$ cat src/rtl/vgc_pkg.sv
package vgc_pkg;
    localparam int CLS_N   = 4;
    localparam int CLS_UFL = 0;
    localparam int CLS_IOV = 1;
    localparam int CLS_DVZ = 2;
    localparam int CLS_INV = 3;
    localparam int WD_W    = CLS_N + 1;
    localparam int CTL_EN  = 0;
    localparam int CLR_HW  = CLS_N;

    typedef enum logic {
        PRIV_CTRL = 1'b0,
        PRIV_STAT = 1'b1
    } priv_addr_e;
endpackage

$ cat src/rtl/vgc_exc_log.sv
module vgc_exc_log
    import vgc_pkg::*;
#(
    parameter int REG_W  = 4,
    parameter int ELEM_W = 6
) (
    input  logic              clk,
    input  logic              rst_n,
    input  logic              exc_valid_i,
    input  logic              exc_en_i,
    input  logic [CLS_N-1:0]  exc_class_i,
    input  logic [REG_W-1:0]  exc_reg_i,
    input  logic [ELEM_W-1:0] exc_elem_i,
    input  logic              hw_err_i,
    input  logic              clr_we_i,
    input  logic [WD_W-1:0]   clr_bits_i,
    output logic              disable_o,
    output logic [CLS_N-1:0]  summary_o,
    output logic              hw_flag_o,
    output logic              flag_we_o,
    output logic [REG_W-1:0]  flag_reg_o,
    output logic [ELEM_W-1:0] flag_elem_o,
    output logic [CLS_N-1:0]  flag_bits_o
);
    typedef struct packed {
        logic [CLS_N-1:0]  summary;
        logic              hw_flag;
        logic              flag_we;
        logic [REG_W-1:0]  flag_reg;
        logic [ELEM_W-1:0] flag_elem;
        logic [CLS_N-1:0]  flag_bits;
    } log_t;

    log_t             log_d, log_q;
    logic [CLS_N-1:0] keep_mask;
    logic [CLS_N-1:0] eff_cls;
    logic             hit;

    always_comb begin
        keep_mask = '1;
        if (!exc_en_i) begin
            keep_mask[CLS_UFL] = 1'b0;
            keep_mask[CLS_IOV] = 1'b0;
        end
        eff_cls = exc_class_i & keep_mask;
        hit     = exc_valid_i && (|eff_cls);

        log_d = log_q;
        if (clr_we_i) begin
            log_d.summary = log_q.summary & ~clr_bits_i[CLS_N-1:0];
            if (clr_bits_i[CLR_HW]) log_d.hw_flag = 1'b0;
        end
        if (hit)      log_d.summary = log_d.summary | eff_cls;
        if (hw_err_i) log_d.hw_flag = 1'b1;

        log_d.flag_we   = hit;
        log_d.flag_reg  = hit ? exc_reg_i  : '0;
        log_d.flag_elem = hit ? exc_elem_i : '0;
        log_d.flag_bits = hit ? eff_cls    : '0;
    end

    always_ff @(posedge clk) begin
        if (!rst_n) log_q <= '0;
        else        log_q <= log_d;
    end

    assign disable_o   = hit || hw_err_i;
    assign summary_o   = log_q.summary;
    assign hw_flag_o   = log_q.hw_flag;
    assign flag_we_o   = log_q.flag_we;
    assign flag_reg_o  = log_q.flag_reg;
    assign flag_elem_o = log_q.flag_elem;
    assign flag_bits_o = log_q.flag_bits;


    flag_follows_chk: assert property (@(posedge clk) disable iff (!rst_n)
        (exc_valid_i && exc_en_i && (|exc_class_i)) |=> flag_we_o);


    masked_quiet_chk: assert property (@(posedge clk) disable iff (!rst_n)
        (exc_valid_i && !exc_en_i && !exc_class_i[CLS_DVZ] && !exc_class_i[CLS_INV])
        |=> !flag_we_o);


    sticky_summary_chk: assert property (@(posedge clk) disable iff (!rst_n)
        !clr_we_i |=> ((summary_o & $past(summary_o)) == $past(summary_o)));
endmodule

$ cat src/rtl/vgc_issue_gate.sv
module vgc_issue_gate (
    input  logic clk,
    input  logic rst_n,
    input  logic issue_valid_i,
    input  logic ctrl_we_i,
    input  logic ctrl_en_i,
    input  logic disable_i,
    input  logic msync_req_i,
    input  logic esync_req_i,
    input  logic mem_idle_i,
    input  logic vec_idle_i,
    output logic accept_o,
    output logic fault_o,
    output logic stall_o,
    output logic enabled_o
);
    typedef struct packed {
        logic enabled;
        logic msync_pend;
        logic esync_pend;
    } gate_t;

    gate_t gate_d, gate_q;

    always_comb begin
        gate_d = gate_q;
        if (ctrl_we_i) gate_d.enabled = ctrl_en_i;
        if (disable_i) gate_d.enabled = 1'b0;
        gate_d.msync_pend = (gate_q.msync_pend || msync_req_i) && !mem_idle_i;
        gate_d.esync_pend = (gate_q.esync_pend || esync_req_i) && !vec_idle_i;
    end

    always_ff @(posedge clk) begin
        if (!rst_n) gate_q <= '0;
        else        gate_q <= gate_d;
    end

    assign stall_o   = gate_q.msync_pend || gate_q.esync_pend;
    assign accept_o  = issue_valid_i && !stall_o && gate_q.enabled;
    assign fault_o   = issue_valid_i && !stall_o && !gate_q.enabled;
    assign enabled_o = gate_q.enabled;


    self_disable_chk: assert property (@(posedge clk) disable iff (!rst_n)
        disable_i |=> !enabled_o);


    resp_excl_chk: assert property (@(posedge clk) disable iff (!rst_n)
        !(accept_o && fault_o));


    msync_stall_chk: assert property (@(posedge clk) disable iff (!rst_n)
        (msync_req_i && !mem_idle_i) |=> stall_o);


    esync_stall_chk: assert property (@(posedge clk) disable iff (!rst_n)
        (esync_req_i && !vec_idle_i) |=> stall_o);
endmodule

$ cat src/rtl/vunit_gate.sv
module vunit_gate
    import vgc_pkg::*;
#(
    parameter int NUM_VREG = 16,
    parameter int NUM_ELEM = 64,
    localparam int REG_W   = $clog2(NUM_VREG),
    localparam int ELEM_W  = $clog2(NUM_ELEM)
) (
    input  logic              clk,
    input  logic              rst_n,
    input  logic              issue_valid,
    output logic              issue_accept,
    output logic              issue_fault,
    output logic              issue_stall,
    input  logic              msync_req,
    input  logic              esync_req,
    input  logic              mem_idle,
    input  logic              vec_idle,
    input  logic              exc_valid,
    input  logic              exc_en,
    input  logic [CLS_N-1:0]  exc_class,
    input  logic [REG_W-1:0]  exc_reg,
    input  logic [ELEM_W-1:0] exc_elem,
    input  logic              hw_err,
    input  logic              priv_we,
    input  logic              priv_addr,
    input  logic [WD_W-1:0]   priv_wdata,
    output logic              unit_enabled,
    output logic [CLS_N-1:0]  exc_summary,
    output logic              hw_err_flag,
    output logic              flag_we,
    output logic [REG_W-1:0]  flag_reg,
    output logic [ELEM_W-1:0] flag_elem,
    output logic [CLS_N-1:0]  flag_bits
);
    logic ctrl_we, stat_we, disable_evt;

    assign ctrl_we = priv_we && (priv_addr == PRIV_CTRL);
    assign stat_we = priv_we && (priv_addr == PRIV_STAT);

    vgc_exc_log #(.REG_W(REG_W), .ELEM_W(ELEM_W)) log_i (
        .clk(clk), .rst_n(rst_n),
        .exc_valid_i(exc_valid), .exc_en_i(exc_en), .exc_class_i(exc_class),
        .exc_reg_i(exc_reg), .exc_elem_i(exc_elem), .hw_err_i(hw_err),
        .clr_we_i(stat_we), .clr_bits_i(priv_wdata),
        .disable_o(disable_evt), .summary_o(exc_summary), .hw_flag_o(hw_err_flag),
        .flag_we_o(flag_we), .flag_reg_o(flag_reg), .flag_elem_o(flag_elem),
        .flag_bits_o(flag_bits)
    );

    vgc_issue_gate gate_i (
        .clk(clk), .rst_n(rst_n),
        .issue_valid_i(issue_valid), .ctrl_we_i(ctrl_we),
        .ctrl_en_i(priv_wdata[CTL_EN]), .disable_i(disable_evt),
        .msync_req_i(msync_req), .esync_req_i(esync_req),
        .mem_idle_i(mem_idle), .vec_idle_i(vec_idle),
        .accept_o(issue_accept), .fault_o(issue_fault),
        .stall_o(issue_stall), .enabled_o(unit_enabled)
    );


    hw_disable_chk: assert property (@(posedge clk) disable iff (!rst_n)
        hw_err |=> (hw_err_flag && !unit_enabled));
endmodule

$ cat config.mk
export PLATFORM = sky130hd
export DESIGN_NAME = vunit_gate
export DESIGN_NICKNAME = d
export VERILOG_FILES = /design/src/rtl/vgc_pkg.sv /design/src/rtl/vgc_exc_log.sv /design/src/rtl/vgc_issue_gate.sv /design/src/rtl/vunit_gate.sv
export SDC_FILE = /design/constraint.sdc
export NUM_CORES = 1
export LEC_CHECK = 0
export BUFFER_PORTS_ARGS = -buffer_cell sky130_fd_sc_hd__buf_2
export CAP_MARGIN = 20
export CORE_MARGIN = 2
export CORE_UTILIZATION = 42
export CTS_BUF_LIST = sky130_fd_sc_hd__clkbuf_16
export DETAILED_ROUTE_END_ITERATION = 12
export GPL_ROUTABILITY_DRIVEN = 0
export PLACE_DENSITY = 0.82
export SETUP_SLACK_MARGIN = 0.4
export SLEW_MARGIN = 20
export SYNTH_ARGS = -nofsm -noshare
export SYNTH_HDL_FRONTEND = slang
export SYNTH_SLANG_ARGS = --single-unit
$ cat constraint.sdc
create_clock -name clk -period 2.18 [get_ports clk]
set_clock_uncertainty 0.05 [all_clocks]
set_input_delay 0.436 -clock clk [delete_from_list [all_inputs] [get_ports clk]]
set_output_delay 0.436 -clock clk [all_outputs]
set_load 0.05 [all_outputs]
==> flow_metrics.tcl <==
set metrics [dict create \
    leakage_nw 0.613 \
    ant_nets 0 \
    irDropWorstVdd_mv 0.382 \
    cts_root_buffer "clkbuf_16" \
    hpwlAfterDp_um 1350 \
    drive_gt1_share_pct 47.6 \
    cpLargestDelayFamily "simple AND/OR/NAND/NOR gates" \
    p_int_mw 0.739 \
    status "completed" \
    r2r-start "gate_i.enabled_o$_SDFFE_PP0P_" \
    drt-vias-per-instance 4.77 \
    path_buf_inv 1 \
    ff2ff_path_depth 2 \
    min_to "gate_i.gate_q[0]$_SDFF_PN0_" \
    die_w_um 47.0 \
    hold_viol 0 \
    antenna-diode-count 0 \
    dieArea_mm2 0.00221 \
    path_clk_slew_ns 0.05 \
    fmax_mhz 612 \
    synth-edff-count 0 \
    design_area_mm2 0.00113 \
    port_buffers 54 \
    numCtsBuffers 3 \
    tritoncts "yes" \
    seq_power_share_pct 44.6 \
    dieHeight_um 47.0 \
    max_stage_delay_ns 0.31 \
    core_mm2 0.00173 \
    placedInstanceArea_mm2 0.00105 \
    avgSynthCellArea_um2 10.8 \
    netlist_area_um2 777 \
    final_net_count 158 \
    nFillCells 148 \
    synthTopCellsByArea "dfxtp_1, and3_1, nor2b_1" \
    cp-start-kind "flip-flop" \
    ys_ff_latch 23 \
    synth-seq-area-share_pct 59.3 \
    clk_latency_ns 0.25 \
    grt_max_degree 24 \
    ios 55 \
    cts_buffer_depth 2 \
    cts.repair.resized 0 \
    worstSetupPathType "flip-flop to output port" \
    totalWireLength_um 1860 \
    drc 0 \
    rsz0062_at_grt "false" \
    drtIter0Drc 11 \
    pwr-share-clk_pct 38.4 \
    setup_tns_ns 0 \
    grt_use_total_pct 16.6 \
    slew_headroom_pct 77.9 \
    p_switching_mw 0.265 \
    wl_per_cell_um 12.3 \
    slew_violations 0 \
    clkSinkCount 23 \
    crit_fanout 3 \
    drv_cap 0 \
    syn_nets 103 \
    yosys-top-cells-count "dfxtp_1, and3_1, nand3_1, nor2b_1, nor2_1" \
    critPathArrivalTime_ns 1.15 \
    dr.pass1.iters 4 \
    hold_start "vec_idle" \
    min_path_type "input port to flip-flop" \
    area.growth.synth_to_final_pct 45.2 \
    holdBufCountCts 0 \
    yosysTopAreaCell "dfxtp_1" \
    ys.flop_type "dfxtp_1" \
    htree_levels 1 \
    endpoint_kind "output port" \
    rrSetupSlack_ns 1.37 \
    yosysMostFrequentCell "dfxtp_1" \
    synth_cells 72 \
    grt_first_pass_wirelength_um 2530 \
    post_cts_buffers 0 \
    crit_slowest_cell "dfxtp_1" \
    setup_viol 0 \
    vias 721 \
    finalCriticalPeriod_ns 1.63 \
    synth_top_area_share_pct 59.3 \
    grt_pass1_vias 647 \
    comb_power_share_pct 17.0 \
    worstPathCellList "nor2_1, and3_1, buf_2" \
    overflow 0 \
    core.rowCount 15 \
    ys_types 20 \
    grt_antenna_before_repair 0 \
    start_util_pct 45.0 \
    p_per_area_mw_per_mm2 889 \
    r2r_end "gate_i.enabled_o$_SDFFE_PP0P_" \
    timing.final.crit_share_pct 75.0 \
    ys.warnings.count 0 \
    tightest_slew_ns 0.331 \
    worst_ep_required_time_ns 1.69 \
    switching_share_pct 26.4 \
    async_flop_share_pct 0 \
    hold_depth 2 \
]
==> power by group through the flow <==
| stage | Sequential, mW | Clock [mW] | Combinational [mW] |
|---|---|---|---|
| after global placement | 0.456 | 0 | 0.167 |
| final | 0.448 | 0.385 | 0.171 |
| after detailed placement | 0.456 | 0 | 0.169 |
| after global routing | 0.449 | 0.404 | 0.181 |
| after CTS | 0.448 | 0.388 | 0.171 |
| after floorplan | 0.522 | 0 | 0.0506 |
==> layout by cell type, fill, tap and decap left out, drive strengths merged <==
cell type	count
buf	54
dfxtp	23
and3	13
nor2b	6
nand3	5
nor2	4
clkbuf	3
nand2	2
a22oi	2
a32oi	2
and4	2
nor3b	2
inv	1
o21ai	1
o211ai	1
mux2i	1
nor4b	1
and2	1
a21oi	1
clkinv	1
==> worst max-delay path by stage <==
| stage | startpoint | to | slack [ns] | depth (start not counted) |
|---|---|---|---|---|
| 2_1_floorplan | gate_i.enabled_o$_SDFFE_PP0P_ | issue_fault | 0.49 | 1 |
| 3_3_place_gp | exc_class[1] | log_i.flag_elem_o[5]$_SDFF_PN0_ | 0.80 | 4 |
| 3_5_place_dp | exc_class[1] | log_i.flag_reg_o[2]$_SDFF_PN0_ | 0.78 | 4 |
| 4_1_cts | gate_i.gate_q[0]$_SDFF_PN0_ | issue_accept | 0.54 | 3 |
| 5_1_grt | gate_i.gate_q[0]$_SDFF_PN0_ | issue_accept | 0.50 | 3 |
| 6_report | gate_i.gate_q[0]$_SDFF_PN0_ | issue_accept | 0.55 | 3 |
==> routing by layer <==
layer	routed length, um	global-route usage [%]	up-vias
met3	103	2.31	6
li1	-	-	362
met5	0	0	-
met1	753	17.7	323
met2	931	30.4	30
met4	67	10.0	0
==> sequential cells by signal, indices dropped and copies added, names as in the netlist <==
signal,cells
log_i.summary_o,4
log_i.flag_we_o,1
log_i.flag_reg_o,4
gate_i.gate_q,2
log_i.hw_flag_o,1
log_i.flag_elem_o,6
gate_i.enabled_o,1
log_i.flag_bits_o,4
==> worst register-to-register path, cell delays in order, from the launching register on <==
cell     delay (ns)
dfxtp_1        0.38
mux2i_1        0.10
nor4b_2        0.19
==> layout make-up <==
type                            count  area (um^2)  area share, %
Inverter                            1         3.75          0.333
Clock inverter                      1         5.00          0.443
Clock buffer                        3         75.1           6.65
Sequential cell                    23          460           40.8
Multi-Input combinational cell     44          283           25.1
Tap cell                           25         31.3           2.77
Timing Repair Buffer               54          270           23.9
==> logic make-up after synthesis <==
family                 synth area share [%]
flip-flops                             59.3
AND/OR/NAND/NOR                        28.7
multiplexers                           1.29
AO/OA/AOI/OAI                          6.44
buffers and inverters                  4.35
==> per-stage QoR <==
| stage | hold slack, ns | setup WS [ns] | std cells | power, mW | utilization, % |
|---|---|---|---|---|---|
| final | 0.294 | 0.545 | 151 | 1.00 | 65.4 |
| after global routing | 0.295 | 0.501 | 151 | 1.03 | 65.4 |
| after CTS | 0.294 | 0.538 | 151 | 1.01 | 65.4 |
| after detailed placement | 0.450 | 0.782 | 147 | 0.626 | 60.7 |
| after global placement | 0.434 | 0.795 | 147 | 0.623 | 60.7 |
| after floorplan | 0.423 | 0.487 | 72 | 0.573 | - |
Note: power is estimated with default switching activity, not from simulation.
